`src/rtl/spwm_pkg.sv`:
```
package spwm_pkg;

  typedef enum logic {
    CAR_UP   = 1'b0,
    CAR_DOWN = 1'b1
  } car_dir_e;

  // Rational sine approximation, evaluated at elaboration for table fill.
  function automatic int sine_code(int k, int entries, int width);
    int half, t, amp, mid, num, den, mag;
    half = entries / 2;
    t    = k % half;
    amp  = (2 ** (width - 1)) - 1;
    mid  = 2 ** (width - 1);
    num  = 16 * t * (half - t) * amp;
    den  = 5 * half * half - 4 * t * (half - t);
    mag  = num / den;
    return (k < half) ? (mid + mag) : (mid - mag);
  endfunction

endpackage

```
`src/rtl/spwm_rate_div.sv`:
```
module spwm_rate_div (
  input  logic clk,
  input  logic rst_n,
  output logic en
);
  typedef enum logic {PH_REST = 1'b0, PH_FIRE = 1'b1} phase_e;

  phase_e ph_q, ph_d;

  always_comb begin
    ph_d = (ph_q == PH_REST) ? PH_FIRE : PH_REST;
  end

  always_ff @(posedge clk or negedge rst_n) begin
    if (!rst_n) ph_q <= PH_REST;
    else        ph_q <= ph_d;
  end

  assign en = (ph_q == PH_FIRE);


  en_drops_chk: assert property (@(posedge clk) disable iff (!rst_n)
    en |=> !en);


  en_returns_chk: assert property (@(posedge clk) disable iff (!rst_n)
    !en |=> en);

endmodule

```
`src/rtl/spwm_sequencer.sv`:
```
module spwm_sequencer
  import spwm_pkg::*;
#(
  parameter int DW = 8,
  parameter int AW = 6,
  parameter int MW = 8
) (
  input  logic          clk,
  input  logic          rst_n,
  input  logic          en,
  input  logic [MW-1:0] mod_idx,
  output logic [DW-1:0] car,
  output logic [AW-1:0] ptr,
  output logic [MW-1:0] m_eff
);
  localparam logic [DW-1:0] CAR_TOP  = DW'((2 ** DW) - 1);
  localparam logic [DW-1:0] CAR_ONE  = DW'(1);
  localparam logic [DW-1:0] CAR_ZERO = '0;

  logic [DW-1:0] car_q, car_d;
  car_dir_e      dir_q, dir_d;
  logic [AW-1:0] ptr_q, ptr_d;
  logic [MW-1:0] m_q, m_d;
  logic          period_start;

  assign period_start = (car_q == CAR_ZERO) && (dir_q == CAR_UP) && (ptr_q == '0);

  always_comb begin
    car_d = car_q;
    dir_d = dir_q;
    ptr_d = ptr_q;
    m_d   = m_q;
    if (en) begin
      if (period_start) m_d = mod_idx;
      if (dir_q == CAR_UP) begin
        if (car_q == CAR_TOP) begin
          car_d = CAR_TOP - CAR_ONE;
          dir_d = CAR_DOWN;
        end else begin
          car_d = car_q + CAR_ONE;
        end
      end else begin
        if (car_q == CAR_ONE) begin
          car_d = CAR_ZERO;
          dir_d = CAR_UP;
          ptr_d = ptr_q + AW'(1);
        end else begin
          car_d = car_q - CAR_ONE;
        end
      end
    end
  end

  always_ff @(posedge clk or negedge rst_n) begin
    if (!rst_n) begin
      car_q <= '0;
      dir_q <= CAR_UP;
      ptr_q <= '0;
      m_q   <= '0;
    end else begin
      car_q <= car_d;
      dir_q <= dir_d;
      ptr_q <= ptr_d;
      m_q   <= m_d;
    end
  end

  assign car   = car_q;
  assign ptr   = ptr_q;
  assign m_eff = period_start ? mod_idx : m_q;


  car_unit_step_chk: assert property (@(posedge clk) disable iff (!rst_n)
    en |=> ((car_q == $past(car_q) + CAR_ONE) || (car_q == $past(car_q) - CAR_ONE)));


  seq_hold_chk: assert property (@(posedge clk) disable iff (!rst_n)
    !en |=> ($stable(car_q) && $stable(ptr_q) && $stable(m_q)));


  ptr_at_bottom_chk: assert property (@(posedge clk) disable iff (!rst_n)
    (ptr_q != $past(ptr_q)) |-> (car_q == CAR_ZERO));


  m_capture_point_chk: assert property (@(posedge clk) disable iff (!rst_n)
    (m_q != $past(m_q)) |-> (($past(ptr_q) == '0) && ($past(car_q) == CAR_ZERO)));

endmodule

```
`src/rtl/spwm_sine_ref.sv`:
```
module spwm_sine_ref
  import spwm_pkg::*;
#(
  parameter int DW = 8,
  parameter int AW = 6
) (
  input  logic [AW-1:0] ptr,
  output logic [DW-1:0] ref_dir,
  output logic [DW-1:0] ref_opp
);
  localparam int ENTRIES = 2 ** AW;
  localparam logic [DW:0]   FULL = (DW+1)'(2 ** DW);
  localparam logic [DW-1:0] TOP  = DW'((2 ** DW) - 1);

  logic [DW-1:0] tbl [ENTRIES];
  logic [DW:0]   mirror;

  for (genvar k = 0; k < ENTRIES; k++) begin : g_tbl
    assign tbl[k] = DW'(sine_code(k, ENTRIES, DW));
  end

  assign ref_dir = tbl[ptr];
  assign mirror  = FULL - {1'b0, ref_dir};
  assign ref_opp = mirror[DW] ? TOP : mirror[DW-1:0];

endmodule

```
`src/rtl/spwm_amp_scale.sv`:
```
module spwm_amp_scale #(
  parameter int DW = 8,
  parameter int MW = 8
) (
  input  logic [DW-1:0] ref_in,
  input  logic [MW-1:0] m,
  output logic [DW-1:0] y
);
  localparam int PW = DW + MW + 2;
  localparam logic [DW-1:0] MID = DW'(2 ** (DW - 1));
  localparam logic signed [PW-1:0] TOPS = PW'((2 ** DW) - 1);

  logic signed [DW:0]   dev;
  logic signed [PW-1:0] prod;
  logic signed [PW-1:0] sum;

  always_comb begin
    dev  = $signed({1'b0, ref_in}) - $signed({1'b0, MID});
    prod = PW'(dev) * $signed({{(PW-MW){1'b0}}, m});
    sum  = (prod >>> MW) + $signed({{(PW-DW){1'b0}}, MID});
    if (sum < 0)         y = '0;
    else if (sum > TOPS) y = TOPS[DW-1:0];
    else                 y = sum[DW-1:0];
  end

endmodule

```
`src/rtl/spwm_leg.sv`:
```
module spwm_leg #(
  parameter int DW = 8
) (
  input  logic          clk,
  input  logic          rst_n,
  input  logic          en,
  input  logic [DW-1:0] y_ref,
  input  logic [DW-1:0] car,
  output logic          g_hi,
  output logic          g_lo
);
  logic hi_q, lo_q, hi_d, lo_d, win;

  assign win = (y_ref >= car);

  always_comb begin
    hi_d = hi_q;
    lo_d = lo_q;
    if (en) begin
      hi_d = win;
      lo_d = !win;
    end
  end

  always_ff @(posedge clk or negedge rst_n) begin
    if (!rst_n) begin
      hi_q <= 1'b0;
      lo_q <= 1'b0;
    end else begin
      hi_q <= hi_d;
      lo_q <= lo_d;
    end
  end

  assign g_hi = hi_q;
  assign g_lo = lo_q;


  leg_complement_chk: assert property (@(posedge clk) disable iff (!rst_n)
    en |=> (g_hi != g_lo));


  leg_hold_chk: assert property (@(posedge clk) disable iff (!rst_n)
    !en |=> ($stable(g_hi) && $stable(g_lo)));

endmodule

```
`src/rtl/spwm_gate_gen.sv`:
```
module spwm_gate_gen #(
  parameter int DW = 8,
  parameter int AW = 6,
  parameter int MW = 8
) (
  input  logic          clk,
  input  logic          rst_n,
  input  logic [MW-1:0] mod_idx,
  output logic          leg_a_hi,
  output logic          leg_a_lo,
  output logic          leg_b_hi,
  output logic          leg_b_lo
);
  localparam int LEGS = 2;
  localparam logic [DW-1:0] MID = DW'(2 ** (DW - 1));

  logic          en;
  logic [DW-1:0] car;
  logic [AW-1:0] ptr;
  logic [MW-1:0] m_eff;
  logic [DW-1:0] refs   [LEGS];
  logic [DW-1:0] scaled [LEGS];
  logic [LEGS-1:0] hi_v, lo_v;

  spwm_rate_div i_rate (
    .clk   (clk),
    .rst_n (rst_n),
    .en    (en)
  );

  spwm_sequencer #(.DW(DW), .AW(AW), .MW(MW)) i_seq (
    .clk     (clk),
    .rst_n   (rst_n),
    .en      (en),
    .mod_idx (mod_idx),
    .car     (car),
    .ptr     (ptr),
    .m_eff   (m_eff)
  );

  spwm_sine_ref #(.DW(DW), .AW(AW)) i_ref (
    .ptr     (ptr),
    .ref_dir (refs[0]),
    .ref_opp (refs[1])
  );

  for (genvar g = 0; g < LEGS; g++) begin : g_leg
    spwm_amp_scale #(.DW(DW), .MW(MW)) i_scale (
      .ref_in (refs[g]),
      .m      (m_eff),
      .y      (scaled[g])
    );
    spwm_leg #(.DW(DW)) i_leg (
      .clk   (clk),
      .rst_n (rst_n),
      .en    (en),
      .y_ref (scaled[g]),
      .car   (car),
      .g_hi  (hi_v[g]),
      .g_lo  (lo_v[g])
    );
  end

  assign leg_a_hi = hi_v[0];
  assign leg_a_lo = lo_v[0];
  assign leg_b_hi = hi_v[1];
  assign leg_b_lo = lo_v[1];


  zero_index_mid_chk: assert property (@(posedge clk) disable iff (!rst_n)
    (m_eff == '0) |-> ((scaled[0] == MID) && (scaled[1] == MID)));

endmodule

```
`config.mk`:
```
export PLATFORM = sky130hd
export DESIGN_NAME = spwm_gate_gen
export DESIGN_NICKNAME = d
export VERILOG_FILES = /design/src/rtl/spwm_pkg.sv /design/src/rtl/spwm_rate_div.sv /design/src/rtl/spwm_sequencer.sv /design/src/rtl/spwm_sine_ref.sv /design/src/rtl/spwm_amp_scale.sv /design/src/rtl/spwm_leg.sv /design/src/rtl/spwm_gate_gen.sv
export SDC_FILE = /design/constraint.sdc
export NUM_CORES = 1
export LEC_CHECK = 0
export ABC_AREA = 0
export BUFFER_PORTS_ARGS = -buffer_cell sky130_fd_sc_hd__buf_2
export CAP_MARGIN = 20
export CORE_MARGIN = 2
export CORE_UTILIZATION = 33
export CTS_CLUSTER_DIAMETER = 60
export DETAILED_ROUTE_END_ITERATION = 10
export HOLD_SLACK_MARGIN = 0.05
export MAX_ROUTING_LAYER = met4
export PLACE_DENSITY = 0.6
export SLEW_MARGIN = 20
export SYNTH_ARGS = -nofsm -noshare
export SYNTH_HDL_FRONTEND = slang
export SYNTH_SLANG_ARGS = --single-unit
```
`constraint.sdc`:
```
create_clock -name clk -period 8.5 [get_ports clk]
set_input_delay 0.425 -clock clk [delete_from_list [all_inputs] [get_ports clk]]
set_output_delay 0.425 -clock clk [all_outputs]
set_load 0.005 [all_outputs]
```
# ---- After elaboration in Yosys (flattened, before gate mapping)
# Memory sizes are Yosys's and may differ from the RTL's.
# Index checks and enable logic that the tools add are counted.
dict set report word_totals {
  romBits 512
  inputBits 10
  output_inout_bits 4
  n_memories 1
  register_bits 28
}
dict set report classes {
  n_mul 2
  bitwise 2
  n_reduce_logical 7
  n_eq_ne 2
  magnitude_cmp 7
  muxes 15
  add_sub_neg 8
}
# name depth word_bits read_ports rd_ports_with_merged_regs write_ports line_no
set mem_list {}
lappend mem_list {{(no name shown)} 64 8 1 0 0 spwm_sine_ref.sv:22} ;# assign ref_dir = tbl[ptr];
# op n
set ops {}
lappend ops {{two-way mux 8 bit} 11}
lappend ops {{multiplier 9 x 9 -> 18 bit} 2}
lappend ops {{adder 10 x 9 -> 11 bit, second input constant} 2}
lappend ops {{greater-than comparator 11 x 9 -> 1 bit, second input constant} 2}
lappend ops {{less-than comparator 11 x 1 -> 1 bit, second input constant} 2}
lappend ops {{subtractor 8 x 8 -> 9 bit, second input constant} 2}
lappend ops {{>= comparator 8 bit} 2}
lappend ops {{subtractor 9 x 8 -> 9 bit, first input constant} 1}
lappend ops {{adder 8 x 1 -> 8 bit, second input constant} 1}
lappend ops {{equality test 8 x 1 -> 1 bit, second input constant} 1}
lappend ops {{equality test 8 bit, second input constant} 1}
lappend ops {{zero test 8 bit} 1}
lappend ops {{subtractor 8 x 1 -> 8 bit, second input constant} 1}
lappend ops {{>= comparator 7 bit, second input constant} 1}
lappend ops {{inverter 6 -> 7 bit} 1}
lappend ops {{adder 6 x 1 -> 6 bit, second input constant} 1}
lappend ops {{zero test 6 bit} 1}
lappend ops {{two-way mux 1 bit} 4}
lappend ops {{AND reduction 3 bit} 1}
lappend ops {{logical AND 1 bit} 2}
lappend ops {{zero test 1 bit} 2}
lappend ops {{inverter 1 bit} 1}

# ---- Longest topological paths before layout
# Gate-level depths: netlist of the first run.
dict set report logic_depth {
  depth_word 14
  depth_mapped 45
}

# ---- Hierarchy
# From an unflattened synthesis of the first run, not the netlist that was laid out.
dict set report unflattened {
  hier_cells 986
  hier_area_um2 8664.6
}
# mod area_each_um2 cells_per_inst seq_area_each_um2 n_inst
set modules_own_cells {}
lappend modules_own_cells {{spwm_amp_scale at g_leg[0].i_scale} 2829.0 323 0.0 1}
lappend modules_own_cells {{spwm_amp_scale at g_leg[1].i_scale} 2661.3 308 0.0 1}
lappend modules_own_cells {spwm_sequencer 1505.2 154 575.6 1}
lappend modules_own_cells {spwm_sine_ref 1017.2 135 0.0 1}
lappend modules_own_cells {spwm_leg 311.5 32 50.0 2}
lappend modules_own_cells {spwm_rate_div 28.8 2 25.0 1}

# ---- Worst setup path before layout of the first run
# Ideal clock, no wire load.
dict set report synth_timing {
  path_kind {reg2reg}
  start {reg i_seq.ptr_q[0] (netlist: i_seq.ptr[0])}
  end {reg g_leg[1].i_leg.hi_q}
  arrival_ns 9.065
  slack_ns -0.684
  n_path_buf 1
  required_time_ns 8.381
  stages_incl_launch_ff 44
  cell_sequence {dfrtp_1 > inv_1 > ha_1 > mux4_2 > o21ai_1 > and2_1 > clkbuf_1 > inv_1 > ha_1 > o2111ai_2 > nor2_1 > nor2_1 > nor2_1 > fa_1 > inv_1 > fa_1 > inv_1 > fa_1 > (+8 left out) > o221ai_1 > xor2_1 > ha_1 > xnor2_1 > or3_4 > a21oi_4 > a21o_1 > ha_1 > nand2b_1 > a21o_1 > a21o_1 > a21o_1 > a21o_1 > a21oi_1 > nor2b_1 > o21ai_0 > nand3b_1 > o21a_1}
}
dict set report synth_between {
  elab_chain_len 13
  elab_cells_between_ends 17
  classes_between {add/sub: 3; mul: 1; order compare: 3; mux: 6; bitwise: 1; reduce/logical: 2; memory: 1}
}
# element line_no
set synth_rtl {}
lappend synth_rtl {{start, declared} spwm_sequencer.sv:22} ;# logic [AW-1:0] ptr_q, ptr_d;
lappend synth_rtl {{start signal, assigned} spwm_sequencer.sv:63} ;# ptr_q <= ptr_d;
lappend synth_rtl {{inverter 6 -> 7 bit (implied by the code)} spwm_sine_ref.sv:22}
lappend synth_rtl {{memory read (64 x 8 bit)} n/a}
lappend synth_rtl {{two-way mux 8 bit (implied by the code) (2 in series)} spwm_sine_ref.sv:22}
lappend synth_rtl {{subtractor 9 x 8 -> 9 bit} spwm_sine_ref.sv:23} ;# assign mirror = FULL - {1'b0, ref_dir};
lappend synth_rtl {{two-way mux 8 bit} spwm_sine_ref.sv:24} ;# assign ref_opp = mirror[DW] ? TOP : mirror[DW-1:0];
lappend synth_rtl {{subtractor 8 x 8 -> 9 bit} spwm_amp_scale.sv:18} ;# dev = $signed({1'b0, ref_in}) - $signed({1'b0, MID});
lappend synth_rtl {{multiplier 9 x 9 -> 18 bit (*)} spwm_amp_scale.sv:19} ;# prod = PW'(dev) * $signed({{(PW-MW){1'b0}}, m});
lappend synth_rtl {{adder 10 x 9 -> 11 bit (*)} spwm_amp_scale.sv:20} ;# sum = (prod >>> MW) + $signed({{(PW-DW){1'b0}}, MID});
lappend synth_rtl {{greater-than comparator 11 x 9 -> 1 bit} spwm_amp_scale.sv:22} ;# else if (sum > TOPS) y = TOPS[DW-1:0];
lappend synth_rtl {{two-way mux 8 bit} spwm_amp_scale.sv:22}
lappend synth_rtl {{two-way mux 8 bit (*)} spwm_amp_scale.sv:21} ;# if (sum < 0) y = '0;
lappend synth_rtl {{>= comparator 8 bit (*)} spwm_leg.sv:14} ;# assign win = (y_ref >= car);
lappend synth_rtl {{end signal, assigned} spwm_leg.sv:30} ;# hi_q <= hi_d;
lappend synth_rtl {{end, declared} spwm_leg.sv:12} ;# logic hi_q, lo_q, hi_d, lo_d, win;
# Mark *: on every way between the ends. The rest lies on a longest branch, timed or not. The select of a mux whose other input is x is not followed.
# A chain may end at the register's enable or synchronous reset.

# ---- Final worst setup path of the first run
# Ends and elaborated chain as after synthesis.

==> results of run 1 <==
## cells in the final DEF (no fill, tap or decap), drive strengths merged, types with 4 or more instances in the layout
master and n:
a31o 4, mux4 5, o31ai 4, a21oi 50
nand2b 10, inv 194, or2 5, o21bai 5
nand3b 5, xor2 16, nand4 8, nand2 84
nor3 15, and3 7, nor2 109, ha 105
and2 5, nand3 14, buf 221, xnor2 33
o21a 8, a21o 25, mux2i 11, o21ai 38
dfrtp 28, nor2b 11, a221oi 5, fa 102
mux2 9, a31oi 10
## metal layers
layer | wire length [microns] | track usage (%)
met5 | 0 | -
met1 | 11100 | 26.2
met2 | 10700 | 30.1
met4 | 275 | 2.43
met3 | 744 | 0.609
## cells by family after synthesis
group / synth area share (%)
AOI/OAI and AO/OA: 16.1
xor gates and xnor gates: 5.19
adders and majority gates: 39.9
buffers and inverters: 10.7
DFF: 8.33
muxes: 3.85
and+or+nand+nor: 15.9
## sequential cells by signal (all words and copies together), names as in the netlist
name	cells
i_seq.m_q	8
g_leg.i_leg.g_hi	2
i_seq.dir_q	1
g_leg.i_leg.g_lo	2
i_rate.en	1
i_seq.ptr	6
i_seq.car	8
## final timing paths
check                               startpoint                  end  slack (ps)  depth (start not counted)
setup / recovery                  i_seq.ptr[0]  g_leg[1].i_leg.g_hi         -60                         41
hold / removal                           rst_n  g_leg[1].i_leg.g_hi         180                          1
setup reg to reg                  i_seq.ptr[0]  g_leg[1].i_leg.g_hi         -60                         41
hold reg to reg            g_leg[1].i_leg.g_hi  g_leg[1].i_leg.g_hi         480                          1
max in group asynchronous                rst_n         i_seq.ptr[0]        7840                          1
min in group clk           g_leg[1].i_leg.g_hi  g_leg[1].i_leg.g_hi         480                          1
## power breakdown
group	total, uW	leakage [uW]	internal (uW)	switching [uW]
combinational	31.0	0.00548	10.7	20.3
sequential	137	0.000344	135	1.86
clock	142	0.0000511	93.9	48.3
total	310	0.00587	240	70.4
## through the flow
| step | setup WS [ps] | power [uW] |
|---|---|---|
| floorplan | -75.2 | 150 |
| detailed placement | -390 | 170 |
| CTS | -90.6 | 313 |
| finish | -64.1 | 310 |
| global placement | -293 | 170 |
| global route | -443 | 322 |
## layout make-up
cell class / count / share of cell area (%)
multi-input cells: 759 / 66.7
repair buffers: 221 / 15.4
inverters: 196 / 6.82
flip-flops and latches: 28 / 6.38
well taps: 330 / 3.74
clock buffers: 3 / 0.679
clock inverters: 1 / 0.272
diodes: 1 / 0.0226
## worst max-delay path: cells and delay by family, from the launching register on
kind                       cells  cell delay, ps
muxes                          1             580
xor gates and xnor gates       3             440
buffers and inverters          5             320
and+or+nand+nor               10            1650
DFF                            1             430
AOI/OAI and AO/OA             14            2210
adders and majority gates      8            2860
## repair_timing
| action | in CTS | in global routing |
|---|---|---|
| setup endpoints to repair | 4 | 4 |
| hold endpoints to repair | 0 | 0 |
| pin swaps | 35 | 14 |
| gates resized for setup | 43 | 34 |
| buffers inserted | 16 | 3 |
==> flow_metrics.tcl, run 1 <==
set metrics [dict create \
    cts_buffers 3 \
    critPathCaptureType "flip-flop" \
    ff_latch_area_sq_um 704 \
    syn_avg_cell_area_sq_um 8.27 \
    worst_slew_pin_slew_ps 906 \
    first_pass_iters 4 \
    power_density_nw_per_um2 28.1 \
    dp_hpwl_mm 19.2 \
    num-fill-cells 2558 \
    die_h_microns 164 \
    placed_cell_area_sq_um 10500 \
    cts_htree_levels 1 \
    dp.cells 1516 \
    ys_types 84 \
    root_buffer "clkbuf_16" \
    synth_top_area_share_pct 24.3 \
    critPathKind "flip-flop to flip-flop" \
    slew_headroom_pct 39.0 \
    synth_area_sq_um 8410 \
    first_global_vias 7725 \
    track_usage_pct 18.4 \
    route.detailed.drc 0 \
    ys_async_sr_fraction_pct 100 \
    post_drt_via_cell_ratio 4.90 \
    layout.nets 1426 \
    total_leakage_power_uw 0.00587 \
    cts.hold.buffers_added 0 \
    skew_ps 10.6 \
    crit_arrival_ps 8730 \
    startpoint_type "flip-flop" \
    period_needed_ps 8560 \
    cp_common_cell "a21o_1" \
    grt_pass1_wl_mm 39.0 \
    ios 14 \
    finalSetupViolCount 2 \
    crit_required_ps 8670 \
    finalWorstSetupSlack_ps -64.1 \
    crit_path_max_fanout 7 \
    drive_above_1_share_pct 29.2 \
    syn_to_final_growth_pct 31.4 \
    synth-seq-area-share_pct 8.33 \
    failed_checks "setup timing" \
    grt_max_degree 37 \
    max-vdd-ir-drop_mv 0.0753 \
    fin_area_sq_um 11000 \
    drv_slew 0 \
    status "finished, violations left" \
    core_region_area_sq_um 25100 \
    max_cap_viol_count 0 \
    clk_pin_slew_ps 80 \
    die_w_microns 164 \
    hold_viol_final 0 \
    multi_input_area_sq_um 7370 \
    ant_nets 0 \
    clock_sinks 28 \
    timing.setup.tns_ps -72.9 \
    ys_warn_count 0 \
    rows 58 \
    clock_path_buffers 2 \
    slowest_stage "mux4_2" \
    synth_ff_type "dfrtp_1" \
    hold_class "input port to async pin" \
    synthTopCellsByArea "fa_1 24%, ha_1 16%, inv_1 8.7%" \
    die-area_sq_um 26800 \
    fmax_ghz 0.117 \
    yosysMostFrequentCell "inv_1" \
    routed_wl_mm 22.8 \
    wire_per_inst_microns 14.8 \
    cts_tree "built" \
    syn_nets 1233 \
    worst_path_largest_cell_delay_ps 580 \
    final_util_pct 44.0 \
    fin_crit_sh_pct 101 \
    grt_overflow_total 0 \
    hold_ws_ps 176 \
    port_buffers 13 \
    synth-seq-cells 28 \
    via_count 7539 \
    start_util_pct 33.5 \
    place_congestion 0.904 \
    rsz0062_at_grt "true" \
    synthCells 1016 \
    instances_no_fill 1539 \
    drt-initial-drc-count 317 \
    antenna_found_initial 1 \
    synth_commonest_cells "195 x inv_1, 109 x nor2_1, 105 x ha_1" \
    synth_edf_count 0 \
    insertion_delay_ps 270 \
    synth_area_leader_cell "fa_1" \
]
Power figures use the tool's default switching activity.
==> run 2, diff against run 1 <==
--- a/config.mk
+++ b/config.mk
@@ -14,7 +14,7 @@
 export DETAILED_ROUTE_END_ITERATION = 10
 export HOLD_SLACK_MARGIN = 0.05
 export MAX_ROUTING_LAYER = met4
-export PLACE_DENSITY = 0.6
+export PLACE_DENSITY = 0.58
 export SLEW_MARGIN = 20
 export SYNTH_ARGS = -nofsm -noshare
 export SYNTH_HDL_FRONTEND = slang
==> constraint.sdc (replaced) <==
create_clock -name clk -period 8.9 [get_ports clk]
set_input_delay 0.445 -clock clk [delete_from_list [all_inputs] [get_ports clk]]
set_output_delay 0.445 -clock clk [all_outputs]
set_load 0.005 [all_outputs]
==> flow_metrics.tcl, run 2 (synthesis results as in run 1) <==
set metrics [dict create \
    start_util_pct 33.5 \
    port_buffers 13 \
    core_region_area_sq_um 25100 \
    post_drt_via_cell_ratio 4.97 \
    syn_to_final_growth_pct 23.5 \
    power_density_nw_per_um2 29.3 \
    p_int_uw 229 \
    critPathKind "flip-flop to flip-flop" \
    p_sw_share_pct 24.9 \
    startpoint_type "flip-flop" \
    reg2reg_to "g_leg[1].i_leg.g_hi" \
    power.switching_uw 75.8 \
    insertion_delay_ps 280 \
    cts_buffers 3 \
    track_usage_pct 17.7 \
    status "completed" \
    crit_required_ps 9080 \
    period_needed_ps 8830 \
    slew_headroom_pct 27.9 \
    slowest_stage "mux4_2" \
    clk_pin_slew_ps 80 \
    grt_max_degree 36 \
    layout.nets 1369 \
    skew_ps 5.55 \
    wire_per_inst_microns 15.2 \
    critPathCaptureType "flip-flop" \
    hold_class "input port to async pin" \
    final_cell_mix "191 x inv_1, 143 x buf_4, 103 x nor2_1, 100 x fa_1, 95 x ha_1" \
    place_congestion 0.908 \
    clock_sinks 28 \
    seqPwrFrac_pct 42.9 \
    antenna_found_initial 0 \
    cp_common_cell "a21o_1" \
    diodes 0 \
    drive_above_1_share_pct 22.5 \
    drt-initial-drc-count 425 \
    combPwrFrac_pct 9.4 \
    rr_worst_depth 39 \
    worst_slew_pin_slew_ps 1070 \
    fin_area_sq_um 10400 \
    ant_nets 0 \
    first_global_vias 7251 \
    max_cap_viol_count 0 \
    grt_pass1_wl_mm 36.8 \
    reg2reg_from "i_seq.ptr[1]" \
    clock_path_buffers 2 \
    route.detailed.drc 0 \
    rows 58 \
    drv_slew 0 \
    die_h_microns 164 \
    ios 14 \
    crit_path_max_fanout 7 \
    timing.setup.tns_ps 0 \
    crit_arrival_ps 9010 \
    finalSetupViolCount 0 \
    hold_viol_final 0 \
    die_w_microns 164 \
    cts_htree_levels 1 \
    num-fill-cells 2618 \
    routed_wl_mm 22.5 \
    instances_no_fill 1481 \
    clkPwrFrac_pct 47.7 \
    max-vdd-ir-drop_mv 0.0692 \
    dp.cells 1461 \
    root_buffer "clkbuf_16" \
    fin_total_pwr_uw 305 \
    via_count 7361 \
    grt_overflow_total 0 \
    first_pass_iters 5 \
    rrSetupSlack_ps 70 \
    fmax_ghz 0.113 \
    dp_hpwl_mm 18.8 \
    placed_cell_area_sq_um 9840 \
    final_common_cell "inv_1" \
    rsz0062_at_grt "true" \
    finalWorstSetupSlack_ps 66.2 \
    worst_path_largest_cell_delay_ps 620 \
    place_ws_ps -165 \
    fin_crit_sh_pct 99.3 \
    die-area_sq_um 26800 \
    cts_tree "built" \
    total_leakage_power_uw 0.00554 \
]
[run 2: changes by cell type in the layout (fill, tap and decap cells not counted), sizes merged]
cell and delta:
buf -58, clkbuf +1, inv +1, diode -1
clkinv -1
[run 2: final cells by class]
type	count	area, sq um	area share (%)
clock buffer	3	75.1	0.723
tap	330	413	3.98
clock inverter	1	30.0	0.289
timing repair buffer	164	1280	12.3
multi-input combinational	759	7150	68.8
sequential	28	703	6.77
inverter	196	741	7.13
[run 2: worst max path at each step]
stage / from / to / slack [ps] / cells after the start
global route: i_seq.ptr[0] / g_leg[1].i_leg.g_hi / -290 / 39
global placement: i_seq.ptr[1] / g_leg[1].i_leg.g_hi / -50 / 43
detailed placement: i_seq.ptr[1] / g_leg[1].i_leg.g_hi / -160 / 41
CTS: i_seq.ptr[1] / g_leg[1].i_leg.g_hi / 20 / 40
floorplan: i_seq.ptr[1] / g_leg[1].i_leg.g_hi / 2 / 44
finish: i_seq.ptr[1] / g_leg[1].i_leg.g_hi / 70 / 39
[run 2: layer usage]
layer | track usage (%) | share of wire, % | vias up
met5 | - | 0 | -
met4 | 1.95 | 0.99 | 0
met3 | 1.68 | 3.6 | 16
met2 | 29.0 | 48 | 140
met1 | 24.4 | 47 | 3600
li1 | - | - | 3605
[run 2: power by group through the flow]
stage / Sequential [uW] / Combinational (uW) / Clock [uW]
global route: 131 / 30.3 / 153
finish: 131 / 28.6 / 145
floorplan: 133 / 9.94 / 0
detailed placement: 133 / 27.4 / 0
global placement: 133 / 27.3 / 0
CTS: 130 / 27.5 / 148
[run 2: worst max-delay path, delay by kind of cell, from the launching register on]
family | cells | cell delay (ps)
adders and majority gates | 8 | 2990
AOI/OAI and AO/OA | 16 | 2600
and+or+nand+nor | 7 | 1270
muxes | 1 | 620
DFF | 1 | 470
buffers and inverters | 5 | 460
xor gates and xnor gates | 2 | 310
[run 2: metrics by stage]
step | hold WS (ps) | util (%)
2_1_floorplan | 149 | -
3_3_place_gp | 461 | 39.2
3_5_place_dp | 472 | 39.2
4_1_cts | 261 | 40.3
5_1_grt | 258 | 41.4
6_report | 208 | 41.4
[run 2: what timing repair did]
| item | 4_1_cts | 5_1_grt |
|---|---|---|
| pin swaps | 12 | 27 |
| buffers inserted | 7 | 8 |
| endpoints found under the hold margin | 0 | 0 |
| hold buffers | 0 | 0 |
| resized for setup | 25 | 44 |
| gates cloned | 0 | 1 |
| setup endpoints to repair | 3 | 4 |
